File: src/rtl/hexrec_pkg.sv
package hexrec_pkg;

    typedef enum logic [1:0] {
        LD_IDLE,
        LD_STYPE,
        LD_BYTES,
        LD_DONE
    } ld_state_e;

    typedef enum logic {
        REC_INTEL,
        REC_SREC
    } rec_kind_e;

    localparam logic [7:0] CH_COLON = 8'h3A;
    localparam logic [7:0] CH_S     = 8'h53;
    localparam logic [7:0] CH_CR    = 8'h0D;
    localparam logic [7:0] CH_LF    = 8'h0A;

    // address bytes carried by an S-record of the given type digit
    function automatic logic [2:0] srec_alen(input logic [3:0] t);
        case (t)
            4'd2, 4'd6, 4'd8: srec_alen = 3'd3;
            4'd3, 4'd7:       srec_alen = 3'd4;
            default:          srec_alen = 3'd2;
        endcase
    endfunction

    function automatic logic srec_writes(input logic [3:0] t);
        srec_writes = (t == 4'd1) || (t == 4'd2) || (t == 4'd3);
    endfunction

    function automatic logic srec_is_end(input logic [3:0] t);
        srec_is_end = (t == 4'd7) || (t == 4'd8) || (t == 4'd9);
    endfunction

endpackage

File: src/rtl/hexrec_nibble.sv
module hexrec_nibble (
    input  logic [7:0] ascii_i,
    output logic       is_hex_o,
    output logic [3:0] nib_o
);
    always_comb begin
        is_hex_o = 1'b0;
        nib_o    = 4'h0;
        if (ascii_i >= 8'h30 && ascii_i <= 8'h39) begin
            is_hex_o = 1'b1;
            nib_o    = ascii_i[3:0];
        end else if ((ascii_i >= 8'h41 && ascii_i <= 8'h46) ||
                     (ascii_i >= 8'h61 && ascii_i <= 8'h66)) begin
            is_hex_o = 1'b1;
            nib_o    = ascii_i[3:0] + 4'd9;
        end
    end
endmodule

File: src/rtl/hexrec_range.sv
module hexrec_range #(
    parameter int AW = 32
) (
    input  logic          clk,
    input  logic          rst_n,
    input  logic          upd_i,
    input  logic [AW-1:0] addr_i,
    output logic [AW-1:0] lo_o,
    output logic [AW-1:0] hi_o
);
    typedef struct packed {
        logic [AW-1:0] lo;
        logic [AW-1:0] hi;
    } rng_t;

    rng_t rng_d, rng_q;

    always_comb begin
        rng_d = rng_q;
        if (upd_i) begin
            if (addr_i < rng_q.lo) rng_d.lo = addr_i;
            if (addr_i > rng_q.hi) rng_d.hi = addr_i;
        end
    end

    always_ff @(posedge clk) begin
        if (!rst_n) begin
            rng_q.lo <= '1;
            rng_q.hi <= '0;
        end else begin
            rng_q <= rng_d;
        end
    end

    assign lo_o = rng_q.lo;
    assign hi_o = rng_q.hi;
endmodule

File: src/rtl/hexrec_loader.sv
module hexrec_loader
    import hexrec_pkg::*;
#(
    parameter int MEM_AW = 16,
    parameter int ADDR_W = 32,
    parameter int CNT_W  = 16
) (
    input  logic              clk,
    input  logic              rst_n,
    input  logic              ch_valid,
    input  logic [7:0]        ch_data,
    output logic              wr_en,
    output logic [MEM_AW-1:0] wr_addr,
    output logic [7:0]        wr_data,
    output logic              done,
    output logic              err_csum,
    output logic              err_fmt,
    output logic [CNT_W-1:0]  byte_cnt,
    output logic [ADDR_W-1:0] lo_addr,
    output logic [ADDR_W-1:0] hi_addr
);
    localparam int IDX_W = 9;   // byte index within a record: up to 255 + 5

    typedef struct packed {
        ld_state_e         st;
        rec_kind_e         kind;
        logic              hi_seen;
        logic [3:0]        nib;
        logic [IDX_W-1:0]  idx;
        logic [7:0]        cnt;
        logic [7:0]        rtype;
        logic [7:0]        sum;
        logic [2:0]        alen;
        logic              wr_ok;
        logic [ADDR_W-1:0] addr;
        logic              wr_en;
        logic [MEM_AW-1:0] wr_addr;
        logic [7:0]        wr_data;
        logic              done;
        logic              err_csum;
        logic              err_fmt;
        logic [CNT_W-1:0]  bcnt;
    } ld_t;

    ld_t ld_d, ld_q;

    logic       is_hex;
    logic [3:0] nib;

    hexrec_nibble u_nib (
        .ascii_i  (ch_data),
        .is_hex_o (is_hex),
        .nib_o    (nib)
    );

    logic [7:0]       byte_v;
    logic [7:0]       sum_n;
    logic [IDX_W-1:0] last_idx;
    logic             is_last;
    logic             is_addr;
    logic             is_start;
    logic             is_crlf;
    logic             rec_end;

    always_comb begin
        byte_v   = {ld_q.nib, nib};
        sum_n    = ld_q.sum + byte_v;
        last_idx = (ld_q.kind == REC_INTEL) ? (IDX_W'(ld_q.cnt) + IDX_W'(4))
                                            : IDX_W'(ld_q.cnt);
        is_last  = (ld_q.idx != '0) && (ld_q.idx == last_idx);
        is_addr  = (ld_q.kind == REC_INTEL)
                 ? (ld_q.idx == IDX_W'(1) || ld_q.idx == IDX_W'(2))
                 : (ld_q.idx != '0 && ld_q.idx <= IDX_W'(ld_q.alen));
        is_start = (ch_data == CH_COLON) || (ch_data == CH_S);
        is_crlf  = (ch_data == CH_CR) || (ch_data == CH_LF);
        rec_end  = (ld_q.kind == REC_INTEL)
                 ? (ld_q.rtype == 8'h01 || ld_q.cnt == 8'h00)
                 : srec_is_end(ld_q.rtype[3:0]);

        ld_d       = ld_q;
        ld_d.wr_en = 1'b0;

        if (ch_valid && ld_q.st != LD_DONE) begin
            if (is_start) begin
                if (ld_q.st != LD_IDLE) ld_d.err_fmt = 1'b1;
                ld_d.st      = (ch_data == CH_COLON) ? LD_BYTES : LD_STYPE;
                ld_d.kind    = (ch_data == CH_COLON) ? REC_INTEL : REC_SREC;
                ld_d.idx     = '0;
                ld_d.hi_seen = 1'b0;
                ld_d.sum     = 8'h00;
                ld_d.addr    = '0;
                ld_d.alen    = 3'd2;
                ld_d.wr_ok   = 1'b0;
                ld_d.rtype   = 8'h00;
            end else begin
                case (ld_q.st)
                    LD_IDLE: begin
                        if (!is_crlf) ld_d.err_fmt = 1'b1;
                    end
                    LD_STYPE: begin
                        if (ch_data >= 8'h30 && ch_data <= 8'h39 && ch_data != 8'h34) begin
                            ld_d.rtype = {4'h0, ch_data[3:0]};
                            ld_d.alen  = srec_alen(ch_data[3:0]);
                            ld_d.wr_ok = srec_writes(ch_data[3:0]);
                            ld_d.sum   = 8'h01;   // S sums target FF: seed 1, compare to 0
                            ld_d.st    = LD_BYTES;
                        end else begin
                            ld_d.err_fmt = 1'b1;
                            ld_d.st      = LD_IDLE;
                        end
                    end
                    LD_BYTES: begin
                        if (!is_hex) begin
                            ld_d.err_fmt = 1'b1;
                            ld_d.st      = LD_IDLE;
                        end else if (!ld_q.hi_seen) begin
                            ld_d.nib     = nib;
                            ld_d.hi_seen = 1'b1;
                        end else begin
                            ld_d.hi_seen = 1'b0;
                            ld_d.sum     = sum_n;
                            ld_d.idx     = ld_q.idx + IDX_W'(1);
                            if (ld_q.idx == '0) begin
                                ld_d.cnt = byte_v;
                                if (ld_q.kind == REC_SREC &&
                                    byte_v < ({5'b0, ld_q.alen} + 8'd1)) begin
                                    ld_d.err_fmt = 1'b1;
                                    ld_d.st      = LD_IDLE;
                                end
                            end else if (is_last) begin
                                if (sum_n != 8'h00) ld_d.err_csum = 1'b1;
                                ld_d.st = LD_IDLE;
                                if (rec_end) begin
                                    ld_d.done = 1'b1;
                                    ld_d.st   = LD_DONE;
                                end
                            end else if (is_addr) begin
                                ld_d.addr = {ld_q.addr[ADDR_W-9:0], byte_v};
                            end else if (ld_q.kind == REC_INTEL && ld_q.idx == IDX_W'(3)) begin
                                ld_d.rtype = byte_v;
                                ld_d.wr_ok = (byte_v == 8'h00);
                            end else begin
                                if (ld_q.wr_ok) begin
                                    ld_d.wr_en   = 1'b1;
                                    ld_d.wr_addr = ld_q.addr[MEM_AW-1:0];
                                    ld_d.wr_data = byte_v;
                                    ld_d.bcnt    = ld_q.bcnt + CNT_W'(1);
                                end
                                ld_d.addr = ld_q.addr + ADDR_W'(1);
                            end
                        end
                    end
                    default: ;
                endcase
            end
        end
    end

    always_ff @(posedge clk) begin
        if (!rst_n) begin
            ld_q         <= '0;
            ld_q.st      <= LD_IDLE;
            ld_q.kind    <= REC_INTEL;
            ld_q.alen    <= 3'd2;
        end else begin
            ld_q <= ld_d;
        end
    end

    hexrec_range #(.AW(ADDR_W)) u_range (
        .clk    (clk),
        .rst_n  (rst_n),
        .upd_i  (ld_d.wr_en),
        .addr_i (ld_q.addr),
        .lo_o   (lo_addr),
        .hi_o   (hi_addr)
    );

    assign wr_en    = ld_q.wr_en;
    assign wr_addr  = ld_q.wr_addr;
    assign wr_data  = ld_q.wr_data;
    assign done     = ld_q.done;
    assign err_csum = ld_q.err_csum;
    assign err_fmt  = ld_q.err_fmt;
    assign byte_cnt = ld_q.bcnt;
endmodule

File: config.mk
export PLATFORM = sky130hd
export DESIGN_NAME = hexrec_loader
export DESIGN_NICKNAME = d
export VERILOG_FILES = /design/src/rtl/hexrec_pkg.sv /design/src/rtl/hexrec_nibble.sv /design/src/rtl/hexrec_range.sv /design/src/rtl/hexrec_loader.sv
export SDC_FILE = /design/constraint.sdc
export NUM_CORES = 1
export LEC_CHECK = 0
export CORE_MARGIN = 1.5
export CORE_UTILIZATION = 25
export CTS_CLUSTER_SIZE = 30
export DETAILED_ROUTE_END_ITERATION = 10
export PLACE_DENSITY_LB_ADDON = 0.12
export REMOVE_ABC_BUFFERS = 1
export SETUP_SLACK_MARGIN = 0.15
export SYNTH_ARGS = -nofsm -noshare
export SYNTH_HDL_FRONTEND = slang
export SYNTH_HIERARCHICAL = 1
export SYNTH_SLANG_ARGS = --single-unit
File: constraint.sdc
create_clock -name clk -period 7.7 [get_ports clk]
set_input_delay 1.925 -clock clk [delete_from_list [all_inputs] [get_ports clk]]
set_output_delay 1.925 -clock clk [all_outputs]
set_load 0.01 [all_outputs]
==> key figures <==
Power and ir drop
  – Power per cell area: between 100 and 150 nW/µm²
  – Leakage power: ~5.3 nW
  – Max VDD drop: ~160 µV

Die
  – Initial Utilization: 0.252
  – Die outline height: about 220 µm
  – Top-level port count: 119
  – Die outline area: slightly below 50,000 µm²
  – Row cnt: 79
  – Core region area: roughly 46,000 µm²
  – Chip width: ~220 µm

Synth
  – Post-synthesis instance area: around 12,000 µm²
  – Count of mapped cells out of synthesis: roughly 1.5k
  – Synthesis warning total: 6
  – Multiplexer share of the synthesized area: 0.0378
  – Syn Area/Cell: approximately 8 µm²
  – Post-synthesis sequential area ratio: 0.316
  – Ys async rst share: 0
  – Library cells used by synthesis: just under 80
  – Number of synthesized register bits: between 150 and 200
  – Post-synthesis simple-gate area fraction: 0.226
  – Number of flops mapped to enable cells by yosys: 0
  – Largest family of logic cells by synthesized area: simple AND/OR/NAND/NOR gates
  – XOR/XNOR Fraction of Synth Area: 0.0442
  – Compound-Gate Fraction of Synth Area: 0.183
  – Dominant register cell in the synthesized netlist: sky130_fd_sc_hd__dfxtp_1
  – Area share of fa/ha/maj cells after synthesis: 0.0958

Timing
  – Fmax achieved: between 0.15 and 0.2 GHz
  – Number of endpoints failing setup at the final stage: 0
  – Sum Neg Setup Slack: 0 ps
  – Setup slack of the critical path after layout: between 1000 and 1500 ps
  – Final worst clock skew: roughly 12 ps
  – Actual transition at the worst max-transition pin: between 1000 and 1500 ps
  – Setup repair after global routing missed its margin: no
  – Count of pins over their slew limit: 0
  – Number of hold-slack violations in the final timing report: 0
  – Hold slack: roughly 460 ps
  – Part of the cycle the worst path needs: 0.814
  – Worst slew margin relative to its limit: 0.128
  – Crit path time final: between 6000 and 7000 ps

Routing
  – Via-to-Cell Ratio: slightly below 5
  – Routed Antenna Nets: 0
  – Final routed DRC violation total: 0
  – Total routed wirelength: 39,300 µm
  – 1st-pass router iterations: 5
  – Number of vias in the routed layout: roughly 10k
  – Average wire length per cell after detail routing: ~19 µm
  – Number of violations reported at the end of detailed-routing iteration 0: 660

Global routing
  – Initial antenna violation count: 1
  – Vias in the first global route: 10.1k
  – Wire length of the first global-routing pass: approximately 60,000 µm
  – Total track usage: 0.166
  – Maximum number of pins on one net before global-route repair: 82
  – Global-route congestion overflow total: 0

Cells and area
  – Most used cells in the layout excluding fill and tap cells: sky130_fd_sc_hd__dfxtp_1, sky130_fd_sc_hd__nand2_1, sky130_fd_sc_hd__clkdlybuf4s50_1, sky130_fd_sc_hd__inv_1, sky130_fd_sc_hd__a21oi_1
  – Commonest non-fill, non-tap cell in the layout: sky130_fd_sc_hd__dfxtp_1
  – Nets: between 1.5k and 2k
  – P&R area growth vs syn: 18.0%
  – Number of filler cells placed in the layout: 4,934
  – Share of post-route cells with drive strength above 1: 0.0544

CTS
  – CTS H-tree depth: 4
  – Resized cells post-CTS: 0
  – Maximum count of clock buffers along a single path: 2
  – Clock buffer count from CTS: 17
  – Reg clk slew, reported paths: ~80 ps
  – Count of buffers added by post-CTS timing repair for setup: 0
  – Master cell of the clock root buffer: sky130_fd_sc_hd__clkbuf_16
  – Clock tree from TritonCTS: built
  – Clock latency at the later pin of the worst-skew pair: 470 ps
  – CTS Hold Buffers Added: 0
  – Clk sinks: between 150 and 200

Outcome
  – Result of the run: complete, no violations

Setup path
  – Worst path required time: 8090 ps
  – Critical path capture point type: register
  – Category of the most critical setup path: in2reg
  – Crit Reg-Reg Startpoint: ld_q[98]
  – Element type at the critical path start: primary input
  – End of the worst register-to-register path: ld_q[62]
  – Critical path fanouts, max: 23
  – Arr. time, crit path: 6660 ps
  – Worst r2r path cells: 10
  – Reg-to-reg setup timing slack: roughly 3700 ps

Placed design
  – Gpl congestion: between 0.7 and 0.8
  – # port buffers: about 120
  – HPWL reported at the end of detailed placement: approximately 27,000 µm
  – Setup slack after placement: between 1000 and 1500 ps

Worst hold path
  – Startpoint of the tightest hold check path: wr_addr[8]
  – Endpoint, Worst Hold: wr_addr[8]
  – Worst min-delay path class: reg2reg
  – Hold Path Cell Cnt: 2

Run
  – Max capacitance violation total: 0
## sequential cells by signal, summed over array words and instances (netlist names), 4 cells and up
signal / cells
u_range/hi_o: 32
byte_cnt: 16
byte_v: 4
u_range/lo_o: 32
wr_addr: 16
wr_data: 8
ld_q: 73
## power by group
part	switching (mW)	leakage (nW)	internal [mW]	total, mW
clock	0.420	0.263	0.488	0.908
sequential	0.000493	1.49	0.956	0.957
combinational	0.0401	3.50	0.0161	0.0562
total	0.461	5.25	1.46	1.92
## layer usage
| layer | vias up | routed length (µm) | GRT usage |
|---|---|---|---|
| li1 | 5234 | - | - |
| met4 | 0 | 456 | 0.0457 |
| met5 | - | 0 | 0 |
| met1 | 4944 | 20500 | 0.246 |
| met2 | 212 | 16700 | 0.248 |
| met3 | 25 | 1600 | 0.0227 |
## cells by family after synthesis
kind of cell / Yosys count
xor gates and xnor gates: 59
and+or+nand+nor: 508
DFF: 185
buffers and inverters: 251
AOI/OAI and AO/OA: 324
muxes: 44
adders and majority gates: 89
## through the flow
stage,area (µm²),power (mW),util,std cells
2_1_floorplan,11000,1.00,-,1327
3_5_place_dp,13200,1.04,0.285,2082
3_3_place_gp,13200,1.04,0.285,2082
4_1_cts,13800,1.95,0.298,2114
6_report,13800,1.92,0.298,2115
5_1_grt,13800,2.00,0.298,2114
## area by class of cell
cell class | count | area [µm²] | area share
Antenna cell | 1 | 2.50 | 0.000181
Timing Repair Buffer | 148 | 1420 | 0.103
Sequential cell | 185 | 3700 | 0.268
Clock inverter | 10 | 120 | 0.00870
Clock buffer | 22 | 454 | 0.0329
Inverter | 118 | 443 | 0.0321
Tap cell | 607 | 759 | 0.0550
Multi-Input combinational cell | 1024 | 6910 | 0.500
## worst max path at each step
stage	cells past startpoint	from	to	slack, ps
floorplan	15	ch_data[1]	u_range/lo_o[0]	1160
global placement	15	ch_data[0]	u_range/hi_o[5]	1200
detailed placement	15	ch_data[0]	u_range/hi_o[4]	1030
CTS	15	ch_data[0]	u_range/hi_o[12]	1500
global route	15	ch_data[0]	u_range/hi_o[6]	1170
finish	15	ch_data[0]	u_range/hi_o[6]	1430
## synth_stat cells (36+ instances only)
master                     instances  area (µm²)
sky130_fd_sc_hd__clkbuf_1         77         289
sky130_fd_sc_hd__mux2i_1          42         420
sky130_fd_sc_hd__nor2_1           58         218
sky130_fd_sc_hd__and3_1           36         225
sky130_fd_sc_hd__dfxtp_1         185        3700
sky130_fd_sc_hd__buf_4            44         330
sky130_fd_sc_hd__a21oi_1          89         445
sky130_fd_sc_hd__inv_1           116         435
sky130_fd_sc_hd__xnor2_1          43         377
sky130_fd_sc_hd__nand2_1         156         586
sky130_fd_sc_hd__o21ai_0          61         305
sky130_fd_sc_hd__ha_1             88        1100
sky130_fd_sc_hd__nand3_1          80         400
## critical path, cell delays in order
cell                              delay (ps)
sky130_fd_sc_hd__clkdlybuf4s50_1         700
sky130_fd_sc_hd__inv_1                   140
sky130_fd_sc_hd__ha_1                    250
sky130_fd_sc_hd__nand2b_1                110
sky130_fd_sc_hd__o211ai_1                170
sky130_fd_sc_hd__nand2_1                 380
sky130_fd_sc_hd__nand3_2                 160
sky130_fd_sc_hd__or4b_1                  660
sky130_fd_sc_hd__a211o_1                 470
sky130_fd_sc_hd__or3_1                   450
sky130_fd_sc_hd__inv_2                   130
sky130_fd_sc_hd__o21ai_1                 120
sky130_fd_sc_hd__a21oi_4                 450
sky130_fd_sc_hd__buf_12                  270
sky130_fd_sc_hd__mux2i_1                 220
Power figures use the tool's default switching activity.
